<file path="src/rtl/ssm_pkg.sv">
package ssm_pkg;
  typedef struct packed {
    logic cont;
    logic rx_en;
    logic cpol;
    logic cpha;
  } ssm_cfg_t;
endpackage

</file>
<file path="src/rtl/ssm_tick_gen.sv">
module ssm_tick_gen #(
  parameter int DIV_W = 4
) (
  input  logic             clk_i,
  input  logic             rst_ni,
  input  logic             run_i,
  input  logic [DIV_W-1:0] div_i,
  output logic             tick_o
);
  logic [DIV_W-1:0] cnt_q;

  assign tick_o = run_i && (cnt_q == div_i);

  always_ff @(posedge clk_i or negedge rst_ni) begin
    if (!rst_ni)                cnt_q <= '0;
    else if (!run_i || tick_o)  cnt_q <= '0;
    else                        cnt_q <= cnt_q + 1'b1;
  end

  assert_tick_gap_R2: assert property (@(posedge clk_i) disable iff (!rst_ni)
    (tick_o && div_i != '0) |=> !tick_o);
endmodule

</file>
<file path="src/rtl/ssm_shift_engine.sv">
module ssm_shift_engine
  import ssm_pkg::*;
#(
  parameter int DATA_W = 8
) (
  input  logic              clk_i,
  input  logic              rst_ni,
  input  ssm_cfg_t          cfg_i,
  input  logic              start_i,
  input  logic [DATA_W-1:0] load_i,
  input  logic              tick_i,
  input  logic              si_i,
  output logic              sck_o,
  output logic              so_o,
  output logic              last_o,
  output logic [DATA_W-1:0] rx_word_o
);
  localparam int EDGES = 2 * DATA_W;
  localparam int EW    = $clog2(EDGES);

  logic [EW-1:0]     edge_q;
  logic              sck_q, so_q;
  logic [DATA_W-1:0] tx_q, rx_q, tx_sh;
  logic [EW-1:0]     ord;
  logic              lead, sample_now, shift_now;

  assign lead       = ~edge_q[0];
  assign last_o     = tick_i && (edge_q == EW'(EDGES - 1));
  assign sample_now = tick_i && (lead ^ cfg_i.cpha);
  assign shift_now  = tick_i && !(lead ^ cfg_i.cpha) && (edge_q != EW'(EDGES - 1));
  // bit number leaving on this shift edge
  assign ord        = (edge_q + EW'(!cfg_i.cpha)) >> 1;
  assign tx_sh      = tx_q << ord;
  assign rx_word_o  = sample_now ? {rx_q[DATA_W-2:0], si_i} : rx_q;
  assign sck_o      = sck_q;
  assign so_o       = so_q;

  always_ff @(posedge clk_i or negedge rst_ni) begin
    if (!rst_ni) begin
      edge_q <= '0;
      sck_q  <= 1'b0;
      so_q   <= 1'b0;
      tx_q   <= '0;
      rx_q   <= '0;
    end else if (start_i) begin
      edge_q <= '0;
      sck_q  <= cfg_i.cpol;
      tx_q   <= load_i;
      rx_q   <= '0;
      if (!cfg_i.cpha) so_q <= load_i[DATA_W-1];
    end else if (tick_i) begin
      edge_q <= edge_q + 1'b1;
      sck_q  <= ~sck_q;
      if (sample_now) rx_q <= rx_word_o;
      if (shift_now)  so_q <= tx_sh[DATA_W-1];
    end
  end

  assert_last_level_R2: assert property (@(posedge clk_i) disable iff (!rst_ni)
    last_o |-> (sck_q != cfg_i.cpol));
  assert_so_edges_R3: assert property (@(posedge clk_i) disable iff (!rst_ni)
    !(tick_i || start_i) |=> $stable(so_o));
endmodule

</file>
<file path="src/rtl/ssm_xfer_ctrl.sv">
module ssm_xfer_ctrl
  import ssm_pkg::*;
#(
  parameter int DATA_W = 8
) (
  input  logic              clk_i,
  input  logic              rst_ni,
  input  ssm_cfg_t          cfg_i,
  input  logic              tx_wr_i,
  input  logic [DATA_W-1:0] tx_data_i,
  input  logic              last_i,
  input  logic [DATA_W-1:0] rx_word_i,
  output logic              start_o,
  output logic [DATA_W-1:0] load_o,
  output logic              busy_o,
  output logic              tsf_o,
  output logic              tx_irq_o,
  output logic              rx_irq_o,
  output logic [DATA_W-1:0] rx_data_o
);
  logic              buf_full_q, busy_q, tx_irq_q, rx_irq_q;
  logic [DATA_W-1:0] buf_q, rx_data_q;
  logic              accept;

  assign accept    = tx_wr_i && (cfg_i.cont ? !buf_full_q : !(busy_q || buf_full_q));
  assign start_o   = buf_full_q && (!busy_q || last_i);
  assign load_o    = buf_q;
  assign busy_o    = busy_q;
  assign tsf_o     = busy_q || buf_full_q;
  assign tx_irq_o  = tx_irq_q;
  assign rx_irq_o  = rx_irq_q;
  assign rx_data_o = rx_data_q;

  always_ff @(posedge clk_i or negedge rst_ni) begin
    if (!rst_ni) begin
      buf_full_q <= 1'b0;
      buf_q      <= '0;
      busy_q     <= 1'b0;
      tx_irq_q   <= 1'b0;
      rx_irq_q   <= 1'b0;
      rx_data_q  <= '0;
    end else begin
      if (start_o)     buf_full_q <= 1'b0;
      else if (accept) buf_full_q <= 1'b1;
      if (accept) buf_q <= tx_data_i;
      if (start_o)     busy_q <= 1'b1;
      else if (last_i) busy_q <= 1'b0;
      tx_irq_q <= start_o && cfg_i.cont;
      rx_irq_q <= last_i && (!cfg_i.cont || cfg_i.rx_en);
      if (last_i && cfg_i.rx_en) rx_data_q <= rx_word_i;
    end
  end

  assert_single_drop_R6: assert property (@(posedge clk_i) disable iff (!rst_ni)
    (!cfg_i.cont && tx_wr_i && busy_q && !last_i) |=> !buf_full_q);
  assert_no_txirq_single_R4: assert property (@(posedge clk_i) disable iff (!rst_ni)
    tx_irq_o |-> $past(cfg_i.cont));
  assert_txirq_busy_R7: assert property (@(posedge clk_i) disable iff (!rst_ni)
    tx_irq_o |-> busy_q);
  assert_rxirq_end_R5: assert property (@(posedge clk_i) disable iff (!rst_ni)
    rx_irq_o |-> $past(last_i));
  assert_chain_R9: assert property (@(posedge clk_i) disable iff (!rst_ni)
    (last_i && buf_full_q) |=> busy_q);
endmodule

</file>
<file path="src/rtl/sync_serial_master.sv">
module sync_serial_master
  import ssm_pkg::*;
#(
  parameter int DATA_W = 8,
  parameter int DIV_W  = 4
) (
  input  logic              clk_i,
  input  logic              rst_ni,
  input  logic              cont_i,
  input  logic              rx_en_i,
  input  logic              cpol_i,
  input  logic              cpha_i,
  input  logic [DIV_W-1:0]  div_i,
  input  logic              tx_wr_i,
  input  logic [DATA_W-1:0] tx_data_i,
  output logic [DATA_W-1:0] rx_data_o,
  output logic              tsf_o,
  output logic              sck_o,
  output logic              so_o,
  input  logic              si_i,
  output logic              tx_irq_o,
  output logic              rx_irq_o
);
  ssm_cfg_t          cfg;
  logic              tick, start, last, busy, sck_int;
  logic [DATA_W-1:0] load, rx_word;

  assign cfg   = '{cont: cont_i, rx_en: rx_en_i, cpol: cpol_i, cpha: cpha_i};
  assign sck_o = busy ? sck_int : cpol_i;

  ssm_tick_gen #(.DIV_W(DIV_W)) u_tick (
    .clk_i, .rst_ni, .run_i(busy), .div_i, .tick_o(tick)
  );

  ssm_shift_engine #(.DATA_W(DATA_W)) u_shift (
    .clk_i, .rst_ni, .cfg_i(cfg), .start_i(start), .load_i(load),
    .tick_i(tick), .si_i, .sck_o(sck_int), .so_o, .last_o(last),
    .rx_word_o(rx_word)
  );

  ssm_xfer_ctrl #(.DATA_W(DATA_W)) u_ctrl (
    .clk_i, .rst_ni, .cfg_i(cfg), .tx_wr_i, .tx_data_i, .last_i(last),
    .rx_word_i(rx_word), .start_o(start), .load_o(load), .busy_o(busy),
    .tsf_o, .tx_irq_o, .rx_irq_o, .rx_data_o
  );

  assert_idle_sck_R12: assert property (@(posedge clk_i) disable iff (!rst_ni)
    !tsf_o |-> (sck_o == cpol_i));
endmodule

</file>
<file path="config.mk">
export PLATFORM = sky130hd
export DESIGN_NAME = sync_serial_master
export DESIGN_NICKNAME = d
export VERILOG_FILES = /design/src/rtl/ssm_pkg.sv /design/src/rtl/ssm_tick_gen.sv /design/src/rtl/ssm_shift_engine.sv /design/src/rtl/ssm_xfer_ctrl.sv /design/src/rtl/sync_serial_master.sv
export SDC_FILE = /design/constraint.sdc
export NUM_CORES = 1
export LEC_CHECK = 0
export ABC_AREA = 1
export ABC_CLOCK_PERIOD_IN_PS = 2500
export CAP_MARGIN = 20
export CELL_PAD_IN_SITES_DETAIL_PLACEMENT = 1
export CELL_PAD_IN_SITES_GLOBAL_PLACEMENT = 1
export CORE_MARGIN = 3
export CORE_UTILIZATION = 43
export CTS_CLUSTER_DIAMETER = 120
export DETAILED_ROUTE_END_ITERATION = 12
export GPL_TIMING_DRIVEN = 0
export HOLD_SLACK_MARGIN = 0.02
export PLACE_DENSITY = 0.89
export SYNTH_ARGS = -nofsm -noshare
export SYNTH_HDL_FRONTEND = slang
export SYNTH_SLANG_ARGS = --single-unit
</file>
<file path="constraint.sdc">
create_clock -name clk_i -period 2.5 [get_ports clk_i]
set_input_delay 0.5 -clock clk_i [delete_from_list [all_inputs] [get_ports clk_i]]
set_output_delay 0.5 -clock clk_i [all_outputs]
set_load 0.02 [all_outputs]
</file>
* After elaboration in Yosys (flattened, before gate mapping)
Index checks and enable logic that the tools add are counted.
** Cells by class
- Add/sub/neg operators :: 3
- Equal/unequal tests :: 4
- Shift operators :: 1
- Mux-type cells :: 19
- Bitwise operators :: 3
- Reductions and logical operators :: 27
** Operators by type and width (count)
- 8-bit 2-to-1 mux :: 4
- 1-bit 2-to-1 mux :: 12
- 4-bit 2-to-1 mux :: 3
- 1-bit logical AND :: 10
- 2-bit nonzero test :: 5
- 4-bit by 1-bit adder with 4-bit output, second input constant :: 2
- 8-bit by 3-bit << shifter with 8-bit output :: 1
- 1-bit logical NOT :: 6
- 4-bit by 1-bit adder with 4-bit output :: 1
- 4-bit equality test :: 1
- 4-bit equality test, second input constant :: 1
- 1-bit logical OR :: 4
- 4-bit inequality test, second input constant :: 1
- 3-bit AND reduction :: 1
- 2-bit inequality test, second input constant :: 1
- 1-bit inverter :: 2
- 2-bit AND reduction :: 1
- 1-bit XOR :: 1
** Storage, ports and cells
- Register bits :: 46
- Bits of input ports :: 20
- Output and inout bits :: 13
- Word-level logic and storage cells :: 69

* Logic depth before layout (Yosys ltp)
Gate-level depths: netlist of the first run.
- Word-level depth :: 8
- Depth in mapped cells :: 14
- Depth with buffers taken out :: 14

* By module
Synthesis of the first run repeated with hierarchy kept, for this count alone.
** Second synthesis, totals
- Cells, all modules :: 288
- Area total of the unflattened synthesis :: 2270.9 um^2
** Modules (own cells, without submodules)
- ssm_shift_engine :: instances 1, cells each 159, area an instance 1203.7 um^2, seq. area each 550.5 um^2
- ssm_xfer_ctrl :: instances 1, cells each 86, area an instance 798.3 um^2, seq. area each 500.5 um^2
- ssm_tick_gen :: instances 1, cells each 39, area an instance 254.0 um^2, seq. area each 100.1 um^2
- sync_serial_master :: instances 1, cells each 4, area an instance 15.0 um^2, seq. area each 0.0 um^2

* Least setup slack after synthesis of the first run
Ideal clock, no wire load.
- Kind :: input port to flip-flop
- Start :: input cpha_i
- End :: register u_shift.so_q, in the netlist u_shift.so_o
- Library setup time :: 65 ps
- Data arrival time :: 1737 ps
- Data required time :: 2435 ps
- Setup slack :: 697 ps
- Stages :: 13
- Buffers on the path :: 0
- Cell sequence :: inv_1 > ha_1 > ha_1 > inv_1 > nand2_1 > and2_0 > o21ai_0 > nand2_1 > nand2_1 > nand2_1 > nand2_1 > nand2_1 > nand2_1
** Between the ends
- Word-level cells in the longest chain between the ends :: 6
- Elaborated cells between the ends (all ways) :: 13
- Classes of those cells :: 1 x add/sub; 1 x eq/ne; 1 x shift; 3 x mux; 1 x bitwise; 6 x reduce/logical
** Ends and longest elaborated chain
- start, declared :: line sync_serial_master.sv:12 : input logic cpha_i,
- 1-bit logical NOT / 1-bit XOR (equally long branches) :: line ssm_shift_engine.sv:32, ssm_shift_engine.sv:30
- 4-bit by 1-bit adder with 4-bit output / 1-bit logical NOT (equally long branches) :: line ssm_shift_engine.sv:32, ssm_shift_engine.sv:30
- 8-bit by 3-bit << shifter with 8-bit output / 1-bit logical AND (equally long branches) :: line ssm_shift_engine.sv:33, ssm_shift_engine.sv:30
- 1-bit 2-to-1 mux / 1-bit logical AND (equally long branches) :: line ssm_shift_engine.sv:55, ssm_shift_engine.sv:30
- 1-bit 2-to-1 mux / 2-bit nonzero test (equally long branches)
- 1-bit 2-to-1 mux / 3-bit AND reduction (equally long branches)
- end signal, assigned :: line ssm_shift_engine.sv:50 : if (!cfg_i.cpha) so_q <= load_i[DATA_W-1];
- end signal, assigned :: line ssm_shift_engine.sv:55 : if (shift_now) so_q <= tx_sh[DATA_W-1];
- end, declared :: line ssm_shift_engine.sv:22 : logic sck_q, so_q;
Parallel ways exist; a longest one is shown, timed or not. The select of a mux whose other input is x is not followed.
A chain may end at the register's enable or synchronous reset.

* Final worst setup path of the first run
- Start :: register u_ctrl.busy_q, in the netlist u_ctrl.busy_o
- End :: output sck_o
** Between the ends
- Word-level cells in the longest chain between the ends :: 1
** Ends and longest elaborated chain
- start, declared :: line ssm_xfer_ctrl.sv:21 : logic buf_full_q, busy_q, tx_irq_q, rx_irq_q;
- start signal, assigned :: line ssm_xfer_ctrl.sv:38 : busy_q <= 1'b0;
- start signal, assigned :: line ssm_xfer_ctrl.sv:46 : if (start_o) busy_q <= 1'b1;
- start signal, assigned :: line ssm_xfer_ctrl.sv:47 : else if (last_i) busy_q <= 1'b0;
- 1-bit 2-to-1 mux :: line sync_serial_master.sv:29 : assign sck_o = busy ? sck_int : cpol_i;
- end, declared :: line sync_serial_master.sv:18 : output logic sck_o,
Every way passes these cells.

==> results of run 1 <==
[routing by layer]
metal  vias up  wire length [um]  share of wire (%)  track usage (%)
li1        876                 -                  -                -
met5         -                 0                  0                0
met2        28              2630                 53             33.4
met4         0                80                1.6             4.90
met1       837              2160                 43             21.8
met3         7               131                2.6             3.67
[final timing paths]
kind                            slack (ns)                               to
max in group asynchronous             1.91      u_shift.tx_q[2]$_DFFE_PN0P_
worst max register to register        0.62         u_shift.so_o$_DFFE_PN0P_
worst max-delay path                  0.24                            sck_o
worst min register to register        0.47      u_shift.tx_q[6]$_DFFE_PN0P_
worst min-delay path                   0.1  u_ctrl.rx_data_o[7]$_DFFE_PN0P_
min in group clk_i                    0.47      u_shift.tx_q[6]$_DFFE_PN0P_
[cells by family (layout without fill, tap and decap cells)]
family	count (synthesis)	after routing	synth area share [%]
AO/OA/AOI/OAI	32	32	9.96
XOR/XNOR	5	5	1.96
adder cells (fa/ha/maj)	4	4	2.24
buffers and inverters	43	83	8.11
flip-flops	46	46	51.5
multiplexers	3	3	1.45
AND/OR/NAND/NOR	126	126	24.8
[critical path, cell delays in order, from the launching register on]
cell and delay, ns:
dfrtp_1 0.44, inv_1 0.27, nand2_1 0.09, nand2_1 0.07
clkdlybuf4s50_1 0.60
[power by group]
group	total, uW	switching, uW	internal [uW]
combinational	961	560	400
clock	428	235	193
sequential	1190	182	1010
[state kept, by name, summed over array words and instances, names as in the netlist]
register and count:
u_ctrl.load_o 8, u_ctrl.busy_o 1, u_shift.so_o 1, u_ctrl.buf_full_q 1
u_shift.sck_o 1, u_tick.cnt_q 4, u_shift.rx_q 8, u_ctrl.rx_irq_o 1
u_shift.tx_q 8, u_ctrl.rx_data_o 8, u_ctrl.tx_irq_o 1, u_shift.edge_q 4
[layout make-up]
class	count	area, um2
buffer	4	35.0
clock buffer	7	76.3
fill	601	2150
inverter	39	146
multi-input combinational	170	905
sequential	46	1150
tap	67	83.8
timing repair buffer	33	335
[per-stage QoR]
stage	instance area, um2	setup TNS [ns]	setup WS [ns]
floorplan	2240	0	0.697
global placement	2640	-16.99	-0.372
detailed placement	2660	0	0.0658
CTS	2730	0	0.222
global route	2730	0	0.151
finish	2730	0	0.236
[placed cells by master, fill, tap and decap left out, drive strengths merged]
| cell type | Yosys | final |
|---|---|---|
| clkdlybuf4s50 | 0 | 31 |
| a21oi | 8 | 8 |
| nor2 | 23 | 23 |
| and2 | 1 | 1 |
| inv | 39 | 39 |
| nand3b | 2 | 2 |
| o211ai | 2 | 2 |
| o21ai | 19 | 19 |
| buf | 4 | 6 |
| nand2 | 90 | 90 |
| o21bai | 1 | 1 |
| dfrtp | 46 | 46 |
| nand3 | 9 | 9 |
| clkbuf | 0 | 7 |
| a21boi | 2 | 2 |
| xor2 | 4 | 4 |
| ha | 4 | 4 |
| xnor2 | 1 | 1 |
| or2 | 1 | 1 |
| mux2i | 1 | 1 |
| mux2 | 2 | 2 |
==> flow_metrics.env, run 1 <==
export IMPL_max_slew_margin_pct=77.0
export IMPL_synth_seq_cells=46
export IMPL_clk_latency_ns=0.29
export IMPL_arrival_ns=1.76
export IMPL_synth_most_common_cell="nand2_1"
export IMPL_fp_row_count=25
export IMPL_stdcell_count=366
export IMPL_startpoint="u_ctrl.busy_o$_DFFE_PN0P_"
export IMPL_yosysSeqAreaShare_pct=51.5
export IMPL_fin_nets=323
export IMPL_post_cts_setup_buffers=0
export IMPL_r2r_start="u_shift.edge_q[0]$_DFFE_PN0P_"
export IMPL_path_max_fanout=5
export IMPL_finalPower_uw=2580
export IMPL_ctsHoldBuffers=0
export IMPL_hold_path_class="in2async"
export IMPL_insertedDiodeCount=0
export IMPL_synthFlopType="dfrtp_1"
export IMPL_cp_data_required_time_ns=2.00
export IMPL_synth_top_cell_by_area="dfrtp_1"
export IMPL_tritoncts="yes"
export IMPL_async_flop_share_pct=100
export IMPL_cts_root_buf="clkbuf_8"
export IMPL_synth_fp_nets=283
export IMPL_slew_viol_final=0
export IMPL_final_setup_viol_count=0
export IMPL_syn_inst=259
export IMPL_max_freq_mhz=442
export IMPL_start_kind="flop"
export IMPL_die_w_um=78.1
export IMPL_synth_area_mm2=0.00224
export IMPL_die_h_um=78.1
export IMPL_ctsResizeCount=0
export IMPL_port_buffers=32
export IMPL_post_route_period_util_pct=90.6
export IMPL_ys_top_cells_by_area="dfrtp_1 51%, nand2_1 14%, inv_1 6.0%"
export IMPL_skew_ns=0.00538
export IMPL_cts_sinks=46
export IMPL_synth_common_cells="86 x nand2_1, 46 x dfrtp_1, 36 x inv_1"
export IMPL_r2r_cells=12
export IMPL_area_growth_pct=22.1
export IMPL_firstDrtPassIters=4
export IMPL_overflow=0
export IMPL_syn_area_per_cell_um2=8.64
export IMPL_ant_nets=0
export IMPL_dieArea_mm2=0.00610
export IMPL_grt_first_pass_wirelength_mm=8.82
export IMPL_layout_drive_gt1_share_pct=11.7
export IMPL_first_global_vias=1957
export IMPL_synth_edf_count=0
export IMPL_drt_initial_drc_count=54
export IMPL_core_area_mm2=0.00488
export IMPL_wl_per_cell_um=13.7
export IMPL_hpwl_mm=3.79
export IMPL_place_congestion=0.791
export IMPL_drc=0
export IMPL_pin_count=33
export IMPL_vdd_ir_drop_worst_mv=0.400
export IMPL_grt_max_degree=34
export IMPL_maxCapViolations=0
export IMPL_route_vias_total=1748
export IMPL_rsz0062_at_grt="false"
export IMPL_ctsHtreeMaxLevel=2
export IMPL_synth_top_area_share_pct=51.5
export IMPL_antenna_found_initial=0
export IMPL_end_kind="output pin"
export IMPL_cts_inserted_buffers=5
export IMPL_clk_pin_slew_worst_paths_ns=0.08
export IMPL_path_class="reg2out"
export IMPL_grt_usage_pct=18.3
export IMPL_cts_buffer_depth=2
export IMPL_drt_vias_per_instance=4.78
export IMPL_yosys_warnings=0
export IMPL_worstMarginPinSlew_ns=0.346
export IMPL_layout_min_cycle_time_ns=2.26
export IMPL_p_leak_uw=0.00145
export IMPL_yosysUniqueCellTypes=30
export IMPL_final_hold_viol_count=0
export IMPL_routed_wl_mm=5.00
export IMPL_status="finished clean"
export IMPL_floorplan_initialDensity_pct=45.8
export IMPL_dpl_cell_count=359
export IMPL_fin_hold_ws_ns=0.0976
export IMPL_fin_util_pct=56.0
export IMPL_powerDensity_mw_per_mm2=943
Power figures use the tool's default switching activity.
==> run 2: changes to the inputs <==
--- a/config.mk
+++ b/config.mk
@@ -6,17 +6,17 @@
 export NUM_CORES = 1
 export LEC_CHECK = 0
 export ABC_AREA = 1
-export ABC_CLOCK_PERIOD_IN_PS = 2500
+export ABC_CLOCK_PERIOD_IN_PS = 2150
 export CAP_MARGIN = 20
 export CELL_PAD_IN_SITES_DETAIL_PLACEMENT = 1
 export CELL_PAD_IN_SITES_GLOBAL_PLACEMENT = 1
 export CORE_MARGIN = 3
-export CORE_UTILIZATION = 43
+export CORE_UTILIZATION = 40
 export CTS_CLUSTER_DIAMETER = 120
 export DETAILED_ROUTE_END_ITERATION = 12
 export GPL_TIMING_DRIVEN = 0
 export HOLD_SLACK_MARGIN = 0.02
-export PLACE_DENSITY = 0.89
+export PLACE_DENSITY_LB_ADDON = 0.1
 export SYNTH_ARGS = -nofsm -noshare
 export SYNTH_HDL_FRONTEND = slang
 export SYNTH_SLANG_ARGS = --single-unit
==> constraint.sdc (replaced) <==
create_clock -name clk_i -period 2.15 [get_ports clk_i]
set_input_delay 0.43 -clock clk_i [delete_from_list [all_inputs] [get_ports clk_i]]
set_output_delay 0.43 -clock clk_i [all_outputs]
set_load 0.02 [all_outputs]
==> flow_metrics.env, run 2 (synthesis results as in run 1) <==
export IMPL_first_global_vias=1784
export IMPL_crit_family="buffers and inverters"
export IMPL_pin_count=33
export IMPL_rrSetupSlack_ns=0.36
export IMPL_final_setup_viol_count=0
export IMPL_layout_min_cycle_time_ns=2.04
export IMPL_path_max_fanout=5
export IMPL_highest_layer="met4"
export IMPL_firstDrtPassIters=4
export IMPL_clk_pin_slew_worst_paths_ns=0.09
export IMPL_grt_usage_pct=16.6
export IMPL_cts_root_buf="clkbuf_8"
export IMPL_route_met3_wl_um=177
export IMPL_insertedDiodeCount=0
export IMPL_dieArea_mm2=0.00653
export IMPL_clk_latency_ns=0.31
export IMPL_tritoncts="yes"
export IMPL_skew_ns=0.00903
export IMPL_core_area_mm2=0.00527
export IMPL_vdd_ir_drop_worst_mv=0.574
export IMPL_max_slew_margin_pct=69.3
export IMPL_status="finished clean"
export IMPL_die_h_um=80.8
export IMPL_die_w_um=80.8
export IMPL_wl_met1_mm=2.29
export IMPL_fillers=627
export IMPL_cts_buffer_depth=2
export IMPL_r2r_start="u_shift.edge_q[0]$_DFFE_PN0P_"
export IMPL_drt_initial_drc_count=41
export IMPL_cpPeakStageDelay_ns=0.61
export IMPL_ant_nets=0
export IMPL_slew_viol_final=0
export IMPL_rsz0062_at_grt="false"
export IMPL_layout_cells_most_common="nand2_1"
export IMPL_drt_vias_per_instance=4.73
export IMPL_overflow=0
export IMPL_place_congestion=0.699
export IMPL_drc=0
export IMPL_cts_inserted_buffers=5
export IMPL_powerDensity_mw_per_mm2=1130
export IMPL_crit_buf_inv=2
export IMPL_post_cts_setup_buffers=0
export IMPL_r2r_end="u_shift.so_o$_DFFE_PN0P_"
export IMPL_grt_max_degree=29
export IMPL_cts_sinks=46
export IMPL_layout_drive_gt1_share_pct=13.7
export IMPL_final_hold_viol_count=0
export IMPL_hold_path_class="in2async"
export IMPL_end_kind="output pin"
export IMPL_crit_slowest_cell="clkdlybuf4s50_1"
export IMPL_maxCapViolations=0
export IMPL_floorplan_initialDensity_pct=42.5
export IMPL_cp_data_required_time_ns=1.72
export IMPL_fp_row_count=26
export IMPL_fin_nets=323
export IMPL_worstMarginPinSlew_ns=0.460
export IMPL_arrival_ns=1.61
export IMPL_wl_per_cell_um=12.8
export IMPL_port_buffers=32
export IMPL_wl_met2_mm=2.19
export IMPL_routed_wl_mm=4.73
export IMPL_fin_util_pct=52.7
export IMPL_area_growth_pct=24.2
export IMPL_ctsHoldBuffers=0
export IMPL_max_freq_mhz=490
export IMPL_finalPower_uw=3130
export IMPL_grt_first_pass_wirelength_mm=8.18
export IMPL_antenna_found_initial=0
export IMPL_path_class="reg2out"
export IMPL_ctsHtreeMaxLevel=2
export IMPL_r2r_cells=11
export IMPL_post_route_period_util_pct=94.8
export IMPL_hpwl_mm=3.46
export IMPL_cp_cell_sequence="inv_1 -> nand2_1 -> clkdlybuf4s50_1"
export IMPL_p_leak_uw=0.00147
export IMPL_fin_hold_ws_ns=0.0659
export IMPL_start_kind="flop"
export IMPL_route_vias_total=1749
export IMPL_layout_common_cells="86 x nand2_1, 46 x dfrtp_1, 34 x inv_1"
run 2: worst register-to-register path: cells and delay by family, from the launching register on:
family                     cells  cell delay [ns]
AOI/OAI and AO/OA              2             0.24
adders and majority gates      2             0.61
DFF                            1             0.45
and+or+nand+nor                6             0.33
buffers and inverters          1             0.07
run 2: power by group:
part / internal, uW / switching [uW] / leakage, uW / total [uW]
combinational: 471 / 631 / 0.000860 / 1100
sequential: 1170 / 198 / 0.000556 / 1370
clock: 346 / 312 / 0.0000504 / 658
total: 1990 / 1140 / 0.00147 / 3130
run 2: worst max-delay path by stage:
stage	start	end	depth (start not counted)
after global placement	rst_ni	u_shift.rx_q[6]$_DFFE_PN0P_	1
after floorplan	cpha_i	u_shift.so_o$_DFFE_PN0P_	13
final	u_ctrl.buf_full_q$_DFFE_PN0P_	tsf_o	3
after detailed placement	cpha_i	u_shift.so_o$_DFFE_PN0P_	14
after global routing	u_ctrl.buf_full_q$_DFFE_PN0P_	tsf_o	3
after CTS	cpha_i	u_shift.so_o$_DFFE_PN0P_	14
run 2: metal layers:
layer / vias to the layer above / global-route usage (%)
li1: 877 / -
met1: 840 / 21.5
met2: 27 / 26.9
met3: 5 / 4.10
met4: 0 / 6.08
met5: - / 0
run 2: area by class of cell:
| type | count | area [um2] | area share, % |
|---|---|---|---|
| Buffer | 4 | 35.0 | 1.26 |
| Clock buffer | 5 | 68.8 | 2.48 |
| Clock inverter | 3 | 45.0 | 1.62 |
| Inverter | 39 | 146 | 5.27 |
| Multi-Input combinational cell | 170 | 907 | 32.6 |
| Sequential cell | 46 | 1150 | 41.4 |
| Tap cell | 70 | 87.6 | 3.15 |
| Timing Repair Buffer | 33 | 338 | 12.2 |
run 2: through the flow:
step	TNS, ns	area, um2	setup WS, ns	instances
2_1_floorplan	0	2240	0.417	259
3_3_place_gp	-31.27	2650	-0.677	361
3_5_place_dp	-0.679	2660	-0.234	362
4_1_cts	0	2770	0.0520	370
5_1_grt	0	2780	0.00353	370
6_report	0	2780	0.111	370
run 2: repair_timing:
item,4_1_cts,5_1_grt
gates resized for setup,1,5
endpoints found under the setup margin,1,2
pin swaps,0,0
==> run 3: changes to the inputs <==
--- a/config.mk
+++ b/config.mk
@@ -10,6 +10,7 @@
 export CAP_MARGIN = 20
 export CELL_PAD_IN_SITES_DETAIL_PLACEMENT = 1
 export CELL_PAD_IN_SITES_GLOBAL_PLACEMENT = 1
+export CORE_ASPECT_RATIO = 1.25
 export CORE_MARGIN = 3
 export CORE_UTILIZATION = 40
 export CTS_CLUSTER_DIAMETER = 120
==> flow_metrics.env, run 3 (synthesis results as in run 1) <==
export IMPL_max_slew_margin_pct=74.0
export IMPL_ctsHtreeMaxLevel=2
export IMPL_p_int_uw=1910
export IMPL_cts_sinks=46
export IMPL_vdd_ir_drop_worst_mv=0.546
export IMPL_core_area_mm2=0.00523
export IMPL_hold_path_class="in2async"
export IMPL_dieArea_mm2=0.00653
export IMPL_routed_wl_mm=4.60
export IMPL_wl_per_cell_um=12.7
export IMPL_fillers=612
export IMPL_layout_cells_most_common="nand2_1"
export IMPL_path_class="in2out"
export IMPL_insertedDiodeCount=0
export IMPL_start_kind="primary input"
export IMPL_seq_power_share_pct=45.1
export IMPL_p_clk_share_pct=18.0
export IMPL_overflow=0
export IMPL_layout_common_cells="86 x nand2_1, 46 x dfrtp_1, 34 x inv_1"
export IMPL_p_leak_uw=0.00146
export IMPL_hpwl_mm=3.45
export IMPL_fin_nets=323
export IMPL_crit_buf_inv=2
export IMPL_ff_latch_area_mm2=0.00115
export IMPL_antenna_found_initial=0
export IMPL_floorplan_initialDensity_pct=42.8
export IMPL_cts_buffer_depth=2
export IMPL_area_growth_pct=23.4
export IMPL_cts_inserted_buffers=5
export IMPL_cts_root_buf="clkbuf_8"
export IMPL_r2r_start="u_shift.edge_q[1]$_DFFE_PN0P_"
export IMPL_die_h_um=89.6
export IMPL_ctsHoldBuffers=0
export IMPL_firstDrtPassIters=3
export IMPL_arrival_ns=1.62
export IMPL_drt_initial_drc_count=53
export IMPL_drt_vias_per_instance=4.78
export IMPL_crit_family="buffers and inverters"
export IMPL_setup_slack_ns=0.101
export IMPL_grt_max_degree=34
export IMPL_post_route_period_util_pct=95.3
export IMPL_skew_ns=0.00806
export IMPL_finalPower_uw=3040
export IMPL_die_w_um=72.9
export IMPL_worstMarginPinSlew_ns=0.389
export IMPL_drc=0
export IMPL_final_setup_tns_ns=0
export IMPL_ant_nets=0
export IMPL_path_max_fanout=2
export IMPL_cp_cell_sequence="clkdlybuf4s50_1 -> nand2_1 -> nand2_1 -> clkdlybuf4s50_1"
export IMPL_max_freq_mhz=488
export IMPL_status="finished clean"
export IMPL_grt_usage_pct=15.8
export IMPL_end_kind="output pin"
export IMPL_crit_slowest_cell="clkdlybuf4s50_1"
export IMPL_layout_min_cycle_time_ns=2.05
export IMPL_port_buffers=32
export IMPL_powerDensity_mw_per_mm2=1100
export IMPL_dp_slack_ns=-0.249
export IMPL_pin_count=33
export IMPL_tritoncts="yes"
export IMPL_fp_row_count=29
export IMPL_clk_pin_slew_worst_paths_ns=0.09
export IMPL_cpPeakStageDelay_ns=0.59
export IMPL_cp_data_required_time_ns=1.72
export IMPL_fin_hold_ws_ns=0.0334
export IMPL_slew_viol_final=0
export IMPL_final_setup_viol_count=0
export IMPL_place_congestion=0.802
export IMPL_p_sw_share_pct=37.0
export IMPL_layout_drive_gt1_share_pct=13.7
export IMPL_p_comb_share_pct=36.9
export IMPL_route_vias_total=1732
export IMPL_rsz0062_at_grt="false"
export IMPL_final_hold_viol_count=0
export IMPL_startpoint="cpol_i"
export IMPL_maxCapViolations=0
export IMPL_first_global_vias=1787
export IMPL_fin_util_pct=52.8
export IMPL_multi_input_area_um2=917
export IMPL_clk_latency_ns=0.29
export IMPL_grt_first_pass_wirelength_mm=8.00
export IMPL_post_cts_setup_buffers=0
export IMPL_p_sw_uw=1130
==> run 3: cell types whose count changed in the layout (fill, tap and decap cells not counted) <==
cell and change:
clkbuf_8 +1, a21boi_0 +1, clkinv_2 +1, dlymetal6s2s_1 -1, a21boi_1 -1, inv_4 +1, inv_2 -1, clkinvlp_4 -1
clkdlybuf4s50_1 +1, ha_4 +1, ha_2 -1, bufinv_16 -1
==> run 3: final cells by class <==
cell class	instances	share of cell area [%]
multi-input cells	170	33.2
flip-flops and latches	46	41.7
inverters	39	5.39
clock inverters	2	0.453
well taps	62	2.81
repair buffers	33	12.1
clock buffers	6	2.99
plain buffers	4	1.27
==> run 3: path summary, 6_finish.rpt <==
kind / to / slack [ns] / cells after the start
hold reg to reg: u_shift.tx_q[7]$_DFFE_PN0P_ / 0.48 / 2
setup / recovery: sck_o / 0.10 / 4
max in group asynchronous: u_shift.tx_q[0]$_DFFE_PN0P_ / 1.62 / 2
min in group clk_i: u_shift.tx_q[7]$_DFFE_PN0P_ / 0.48 / 2
setup reg to reg: u_shift.tx_q[5]$_DFFE_PN0P_ / 0.36 / 7
hold / removal: u_shift.edge_q[1]$_DFFE_PN0P_ / 0.03 / 1
==> run 3: through the flow <==
stage	instances	instance area, um2
floorplan	259	2240
global placement	353	2640
detailed placement	354	2650
CTS	362	2750
global route	362	2760
finish	362	2760
==> run 3: metal layers <==
layer	global-route usage (%)	part of all wire, %	vias up
met1	19.0	45	821
met2	28.2	50	31
met4	5.03	1.1	0
met3	3.12	4.1	4
li1	-	-	876
met5	0	0	-
==> run 3: repair_timing <==
action,CTS,global route
gates resized for setup,1,5
endpoints found under the setup margin,1,2
hold endpoints to repair,0,0
pin swaps,0,0
==> run 3: power groups by stage <==
stage	sequential [uW]	combinational (uW)	clock (uW)
after detailed placement	1390	1120	0
after floorplan	1390	747	0
after CTS	1370	1130	571
final	1370	1120	546
after global placement	1380	1060	0
after global routing	1410	1300	602
